$ cat config.mk
export PLATFORM = sky130hd
export DESIGN_NAME = pin_event_irq
export DESIGN_NICKNAME = d
export VERILOG_FILES = /design/src/rtl/pei_pkg.sv /design/src/rtl/pei_sync.sv /design/src/rtl/pei_alias_reg.sv /design/src/rtl/pei_glitch_filter.sv /design/src/rtl/pei_edge_detect.sv /design/src/rtl/pin_event_irq.sv
export SDC_FILE = /design/constraint.sdc
export NUM_CORES = 1
export LEC_CHECK = 0
export ABC_AREA = 1
export BUFFER_PORTS_ARGS = -buffer_cell sky130_fd_sc_hd__buf_2
export CORE_AREA = 5 5 288 347
export CTS_CLUSTER_DIAMETER = 100
export DETAILED_ROUTE_END_ITERATION = 6
export DIE_AREA = 0 0 293 352
export SLEW_MARGIN = 0
export SYNTH_ARGS = -nofsm -noshare
export SYNTH_HDL_FRONTEND = slang
export SYNTH_SLANG_ARGS = --single-unit
$ cat constraint.sdc
create_clock -name clk -period 1.7 [get_ports clk]
set_input_delay 0.17 -clock clk [delete_from_list [all_inputs] [get_ports clk]]
set_output_delay 0.17 -clock clk [all_outputs]
set_load 0.01 [all_outputs]
$ cat src/rtl/pei_pkg.sv
package pei_pkg;

  localparam int unsigned REG_IDX_W  = 3;
  localparam int unsigned BUS_ADDR_W = REG_IDX_W + 2;

  typedef enum logic [1:0] {
    OP_WRITE  = 2'b00,
    OP_SET    = 2'b01,
    OP_CLEAR  = 2'b10,
    OP_TOGGLE = 2'b11
  } alias_op_e;

  localparam logic [REG_IDX_W-1:0] REG_FILT  = 3'd0;
  localparam logic [REG_IDX_W-1:0] REG_MLO   = 3'd1;
  localparam logic [REG_IDX_W-1:0] REG_MHI   = 3'd2;
  localparam logic [REG_IDX_W-1:0] REG_IEN   = 3'd3;
  localparam logic [REG_IDX_W-1:0] REG_EVSEL = 3'd4;
  localparam logic [REG_IDX_W-1:0] REG_FLAG  = 3'd5;
  localparam logic [REG_IDX_W-1:0] REG_LEVEL = 3'd6;

endpackage

$ cat src/rtl/pei_sync.sv
module pei_sync #(
  parameter int unsigned W      = 32,
  parameter int unsigned STAGES = 2
) (
  input  logic         clk,
  input  logic         rst_n,
  input  logic [W-1:0] din,
  output logic [W-1:0] dout
);
  logic [W-1:0] st_q [STAGES];

  for (genvar s = 0; s < STAGES; s++) begin : g_stage
    logic [W-1:0] st_d;
    if (s == 0) begin : g_first
      assign st_d = din;
    end else begin : g_next
      assign st_d = st_q[s-1];
    end
    always_ff @(posedge clk or negedge rst_n) begin
      if (!rst_n) st_q[s] <= '0;
      else        st_q[s] <= st_d;
    end
  end

  assign dout = st_q[STAGES-1];
endmodule

$ cat src/rtl/pei_alias_reg.sv
module pei_alias_reg
  import pei_pkg::*;
#(
  parameter int unsigned W = 32
) (
  input  logic         clk,
  input  logic         rst_n,
  input  logic         wr_en,
  input  alias_op_e    op,
  input  logic [W-1:0] wdata,
  input  logic [W-1:0] force_set,
  output logic [W-1:0] q
);
  logic [W-1:0] q_r, d;

  always_comb begin
    d = q_r;
    if (wr_en) begin
      unique case (op)
        OP_WRITE:  d = wdata;
        OP_SET:    d = q_r | wdata;
        OP_CLEAR:  d = q_r & ~wdata;
        OP_TOGGLE: d = q_r ^ wdata;
        default:   d = q_r;
      endcase
    end
    d = d | force_set;
  end

  always_ff @(posedge clk or negedge rst_n) begin
    if (!rst_n) q_r <= '0;
    else        q_r <= d;
  end

  assign q = q_r;
endmodule

$ cat src/rtl/pei_glitch_filter.sv
module pei_glitch_filter #(
  parameter int unsigned W = 32
) (
  input  logic         clk,
  input  logic         rst_n,
  input  logic [W-1:0] en,
  input  logic [W-1:0] din,
  output logic [W-1:0] dout
);
  logic [W-1:0] prev_q, out_q, out_d, agree;

  // Output moves only when the current and previous samples agree;
  // a disabled bit simply follows its input so re-enabling is seamless.
  always_comb begin
    agree = ~(din ^ prev_q);
    out_d = (~en & din) | (en & ((agree & din) | (~agree & out_q)));
  end

  always_ff @(posedge clk or negedge rst_n) begin
    if (!rst_n) begin
      prev_q <= '0;
      out_q  <= '0;
    end else begin
      prev_q <= din;
      out_q  <= out_d;
    end
  end

  assign dout = out_q;
endmodule

$ cat src/rtl/pei_edge_detect.sv
module pei_edge_detect #(
  parameter int unsigned W = 32
) (
  input  logic         clk,
  input  logic         rst_n,
  input  logic [W-1:0] sig,
  input  logic [W-1:0] mode_lo,
  input  logic [W-1:0] mode_hi,
  output logic [W-1:0] evt
);
  logic [W-1:0] prev_q, rise, fall, only_rise, only_fall;

  always_comb begin
    rise      = sig & ~prev_q;
    fall      = ~sig & prev_q;
    only_rise = ~mode_hi & mode_lo;
    only_fall = mode_hi & ~mode_lo;
    evt = (only_rise & rise) | (only_fall & fall) |
          (~(only_rise | only_fall) & (rise | fall));
  end

  always_ff @(posedge clk or negedge rst_n) begin
    if (!rst_n) prev_q <= '0;
    else        prev_q <= sig;
  end
endmodule

$ cat src/rtl/pin_event_irq.sv
module pin_event_irq
  import pei_pkg::*;
#(
  parameter int unsigned NPINS       = 32,
  parameter int unsigned SYNC_STAGES = 2
) (
  input  logic                  clk,
  input  logic                  rst_n,
  input  logic [NPINS-1:0]      pin_in,
  input  logic                  bus_wen,
  input  logic [BUS_ADDR_W-1:0] bus_addr,
  input  logic [NPINS-1:0]      bus_wdata,
  output logic [NPINS-1:0]      bus_rdata,
  output logic                  irq_req,
  output logic [NPINS-1:0]      evt_pulse
);
  logic [REG_IDX_W-1:0] idx;
  alias_op_e            op;
  assign idx = bus_addr[BUS_ADDR_W-1:2];
  assign op  = alias_op_e'(bus_addr[1:0]);

  logic [NPINS-1:0] filt_q, mlo_q, mhi_q, evsel_q;
  logic [NPINS-1:0] ien_q, ien_d, ien_rise;
  logic [NPINS-1:0] flag_q, flag_d, flag_clr;
  logic [NPINS-1:0] pin_s, pin_f, irq_src, evt_src, irq_evt;

  // interrupt enable: next-state, rise detection feeds the filter enable
  always_comb begin
    ien_d = ien_q;
    if (bus_wen && idx == REG_IEN) begin
      unique case (op)
        OP_WRITE:  ien_d = bus_wdata;
        OP_SET:    ien_d = ien_q | bus_wdata;
        OP_CLEAR:  ien_d = ien_q & ~bus_wdata;
        OP_TOGGLE: ien_d = ien_q ^ bus_wdata;
        default:   ien_d = ien_q;
      endcase
    end
    ien_rise = ien_d & ~ien_q;
  end

  always_ff @(posedge clk or negedge rst_n) begin
    if (!rst_n) ien_q <= '0;
    else        ien_q <= ien_d;
  end

  pei_alias_reg #(.W(NPINS)) u_filt (
    .clk(clk), .rst_n(rst_n), .wr_en(bus_wen && idx == REG_FILT), .op(op),
    .wdata(bus_wdata), .force_set(ien_rise), .q(filt_q));
  pei_alias_reg #(.W(NPINS)) u_mlo (
    .clk(clk), .rst_n(rst_n), .wr_en(bus_wen && idx == REG_MLO), .op(op),
    .wdata(bus_wdata), .force_set('0), .q(mlo_q));
  pei_alias_reg #(.W(NPINS)) u_mhi (
    .clk(clk), .rst_n(rst_n), .wr_en(bus_wen && idx == REG_MHI), .op(op),
    .wdata(bus_wdata), .force_set('0), .q(mhi_q));
  pei_alias_reg #(.W(NPINS)) u_evsel (
    .clk(clk), .rst_n(rst_n), .wr_en(bus_wen && idx == REG_EVSEL), .op(op),
    .wdata(bus_wdata), .force_set('0), .q(evsel_q));

  // input path
  pei_sync #(.W(NPINS), .STAGES(SYNC_STAGES)) u_sync (
    .clk(clk), .rst_n(rst_n), .din(pin_in), .dout(pin_s));

  pei_glitch_filter #(.W(NPINS)) u_filter (
    .clk(clk), .rst_n(rst_n), .en(filt_q | evsel_q), .din(pin_s), .dout(pin_f));

  assign irq_src = (filt_q & pin_f) | (~filt_q & pin_s);
  assign evt_src = (evsel_q & pin_f) | (~evsel_q & pin_s);

  pei_edge_detect #(.W(NPINS)) u_irq_det (
    .clk(clk), .rst_n(rst_n), .sig(irq_src), .mode_lo(mlo_q), .mode_hi(mhi_q),
    .evt(irq_evt));
  pei_edge_detect #(.W(NPINS)) u_evt_det (
    .clk(clk), .rst_n(rst_n), .sig(evt_src), .mode_lo(mlo_q), .mode_hi(mhi_q),
    .evt(evt_pulse));

  // sticky flags: a new edge beats a simultaneous clear
  always_comb begin
    flag_clr = (bus_wen && idx == REG_FLAG && op == OP_CLEAR) ? bus_wdata : '0;
    flag_d   = (flag_q & ~flag_clr) | irq_evt;
  end

  always_ff @(posedge clk or negedge rst_n) begin
    if (!rst_n) flag_q <= '0;
    else        flag_q <= flag_d;
  end

  assign irq_req = |(flag_q & ien_q);

  always_comb begin
    unique case (idx)
      REG_FILT:  bus_rdata = filt_q;
      REG_MLO:   bus_rdata = mlo_q;
      REG_MHI:   bus_rdata = mhi_q;
      REG_IEN:   bus_rdata = ien_q;
      REG_EVSEL: bus_rdata = evsel_q;
      REG_FLAG:  bus_rdata = flag_q;
      REG_LEVEL: bus_rdata = pin_s;
      default:   bus_rdata = '0;
    endcase
  end
endmodule

==> out/results.ini <==
[pwr]
power.internal_mw=23.9
p_total_mw=37.9
ir_worst_vdd_mv=0.815
sw_frac_of_total_pct=37.0
pwr-share-seq_pct=32.5
switchingPower_mw=14.1
leakage_nw=19.4
pwr-share-clk_pct=29.0
powerDensity_nw_per_um2=1040
power_frac_comb_pct=38.6

[yosys]
synth_area_leaders=dfrtp_1 34%, ha_1 22%, nand2_1 13%
ys_top_cells_by_count=1,026 x nand2_1, 582 x nor2_1, 545 x inv_1, 512 x ha_1, 384 x dfrtp_1
syn_inst=3868
syn_area_sq_um=28600
syn_nets=4452
synth_area_leader_cell=dfrtp_1
synthArstFlopShare_pct=100
synth.most_common_cell=nand2_1
ys_seq_area_share_pct=33.6
yosysWarnings=0
syn_avg_cell_area_sq_um=7.39
yosysTopAreaCellShare_pct=33.6
synth-seq-cells=384
synth_edf_count=0
synth_flop_cell=dfrtp_1
synth_cell_types=26

[place]
dpl_cell_area_sq_um=31900
gp_routability_congestion=0.812
hpwl_um=60600
port_buffers=136
placedCellCount=5272

[floorplanning]
initial_core_util_pct=29.7
rows=125
boundaryPins=137
core_region_area_sq_um=96200
die_area_sq_um=103000
fp.dieH_um=352
die_w_um=293

[worst_setup_path]
crit_path_top_delay_cell=dfrtp_1
cp_top_family=flip-flops
path_cells=nand2_1 -> o21ai_2 -> ha_1 -> o211ai_1 -> buf_4 -> buf_6
r2r_start=u_sync.dout[24]$_DFF_PN0_
crit_path_max_fanout=3
required_ps=1530
cp_slowest_stage_delay_ps=420
cp-start-kind=flop
arrival_ps=1950
cp_num_buf_inv=2
crit_type=flop to output port
cp-end-kind=output port
crit_start=u_evsel.q[31]$_DFFE_PN0P_

[clock_tree]
htree_num_levels=2
clk_pin_slew_worst_paths_ps=60
root_buffer=clkbuf_16
cts_buffers=47
cts_tree=yes
clk_latency_ps=610
cts.sinks=384
clock_path_buffers=3

[drt]
ant_nets=0
wl_met1_um=38300
drc_errors=0
met2_length_um=44100
vias_per_cell=4.68
drt_wl_total_um=90000
highest_layer=met5
vias=26200
route.met3.wl_um=4550
dr.pass1.iters=7
drt_first_iter_violations=1524
routedWlPerCell_um=16.1

[sta]
finalWorstSetupSlack_ps=-422
finClkSkew_ps=26.9
period_needed_ps=2120
tns_ps=-14140
max_slew_margin_pct=65.6
tightest_slew_ps=516
grt_setup_unrepaired=true
fmax_mhz=471
setup_viol_count_final=65
drv_slew=0
holdWs_ps=36.9
hold_viol=0
fin_crit_sh_pct=125

[cells_and_area]
areaGrowthSynthToFinish_pct=27.6
stdcell_count=5602
nNetsFinal=4875
nFillCells=9876
finalInstanceArea_sq_um=36500
multi_input_area_sq_um=16800
seqCellArea_sq_um=9650
drive_above_1_share_pct=18.5

[grt]
overflow=0
grt_pass1_wl_um=141000
grt_pass1_vias=25700
grt_usage_pct=17.0
grt_max_degree=66
antenna_found_initial=8

[min_path]
hold_path.class=primary input to asynchronous set/reset pin

[status]
outcome=complete, but fails checks
violations=setup timing

[job]
drv_cap=0

layout by cell type (no fill, tap or decap), types with 7 or more instances in the layout:
cell / netlist / routed
a21boi_0: 7 / 7
a21boi_1: 25 / 25
a21oi_1: 20 / 20
buf_12: 0 / 49
buf_2: 74 / 111
buf_4: 9 / 196
buf_6: 0 / 86
clkbuf_16: 0 / 48
clkbuf_8: 0 / 12
clkinv_2: 0 / 10
dfrtp_1: 384 / 353
dfrtp_2: 0 / 31
dlygate4sd3_1: 0 / 65
ha_1: 512 / 511
inv_1: 545 / 443
inv_2: 7 / 78
inv_4: 0 / 29
nand2_1: 1026 / 994
nand2_2: 0 / 30
nand3_1: 229 / 227
nand4_1: 66 / 66
nor2_1: 582 / 565
nor2_2: 3 / 13
nor2_4: 3 / 10
nor3_1: 30 / 15
nor3_2: 0 / 15
o211a_1: 14 / 14
o211ai_1: 32 / 32
o21ai_0: 206 / 106
o21ai_1: 6 / 47
o21ai_2: 0 / 57
o31ai_1: 32 / 32
cell type report:
class                   count  share of cell area [%]
diodes                      5                  0.0343
multi-input cells        2798                    46.0
clock inverters            20                   0.765
clock buffers              65                    3.80
well taps                1270                    4.36
flip-flops and latches    384                    26.4
repair buffers            508                    12.7
inverters                 552                    5.88
final timing paths:
kind / to / slack (ps) / depth (start not counted)
max: evt_pulse[31] / -420 / 6
min: ien_q[3]$_DFF_PN0_ / 40 / 2
max reg2reg: flag_q[24]$_DFF_PN0_ / 70 / 10
min reg2reg: u_sync.dout[29]$_DFF_PN0_ / 340 / 0
max in group asynchronous: u_sync.dout[16]$_DFF_PN0_ / 890 / 3
min in group clk: u_sync.g_stage[1].st_d[24]$_DFF_PN0_ / 200 / 2
routing by layer:
| layer | track usage (%) | up-vias |
|---|---|---|
| met3 | 2.50 | 180 |
| met5 | 0 | - |
| met2 | 30.0 | 598 |
| met1 | 21.1 | 12500 |
| li1 | - | 13000 |
| met4 | 5.84 | 4 |
power by group through the flow:
stage	Combinational, mW	Clock (mW)	Sequential [mW]
4_1_cts	14.2	11.3	12.3
5_1_grt	16.8	11.6	12.5
3_3_place_gp	11.8	0	12.5
3_5_place_dp	12.1	0	12.5
6_report	14.6	11.0	12.3
2_1_floorplan	7.95	0	12.1
logic make-up (layout without fill, tap and decap cells):
family,count (synthesis),after routing,synth area share (%)
adder cells (fa/ha/maj),512,512,22.4
other,0,5,0
buffers and inverters,686,1145,9.45
AND/OR/NAND/NOR,1944,1944,27.5
AO/OA/AOI/OAI,342,342,7.07
flip-flops,384,384,33.6
repair_timing:
| action | in CTS | in global routing |
|---|---|---|
| hold buffers | 65 | 0 |
| hold endpoints to repair | 466 | 0 |
| setup buffers | 124 | 77 |
| endpoints found under the setup margin | 65 | 69 |
| pin swaps | 177 | 82 |
| gates resized for setup | 353 | 160 |
through the flow:
| stage | utilization, % | worst slack (ps) |
|---|---|---|
| after global placement | 33.1 | 30.4 |
| after floorplan | - | 398 |
| after detailed placement | 33.1 | 26.8 |
| after CTS | 37.2 | -472 |
| after global routing | 37.9 | -552 |
| final | 37.9 | -422 |
No activity file was read; power rests on OpenSTA's default activity.
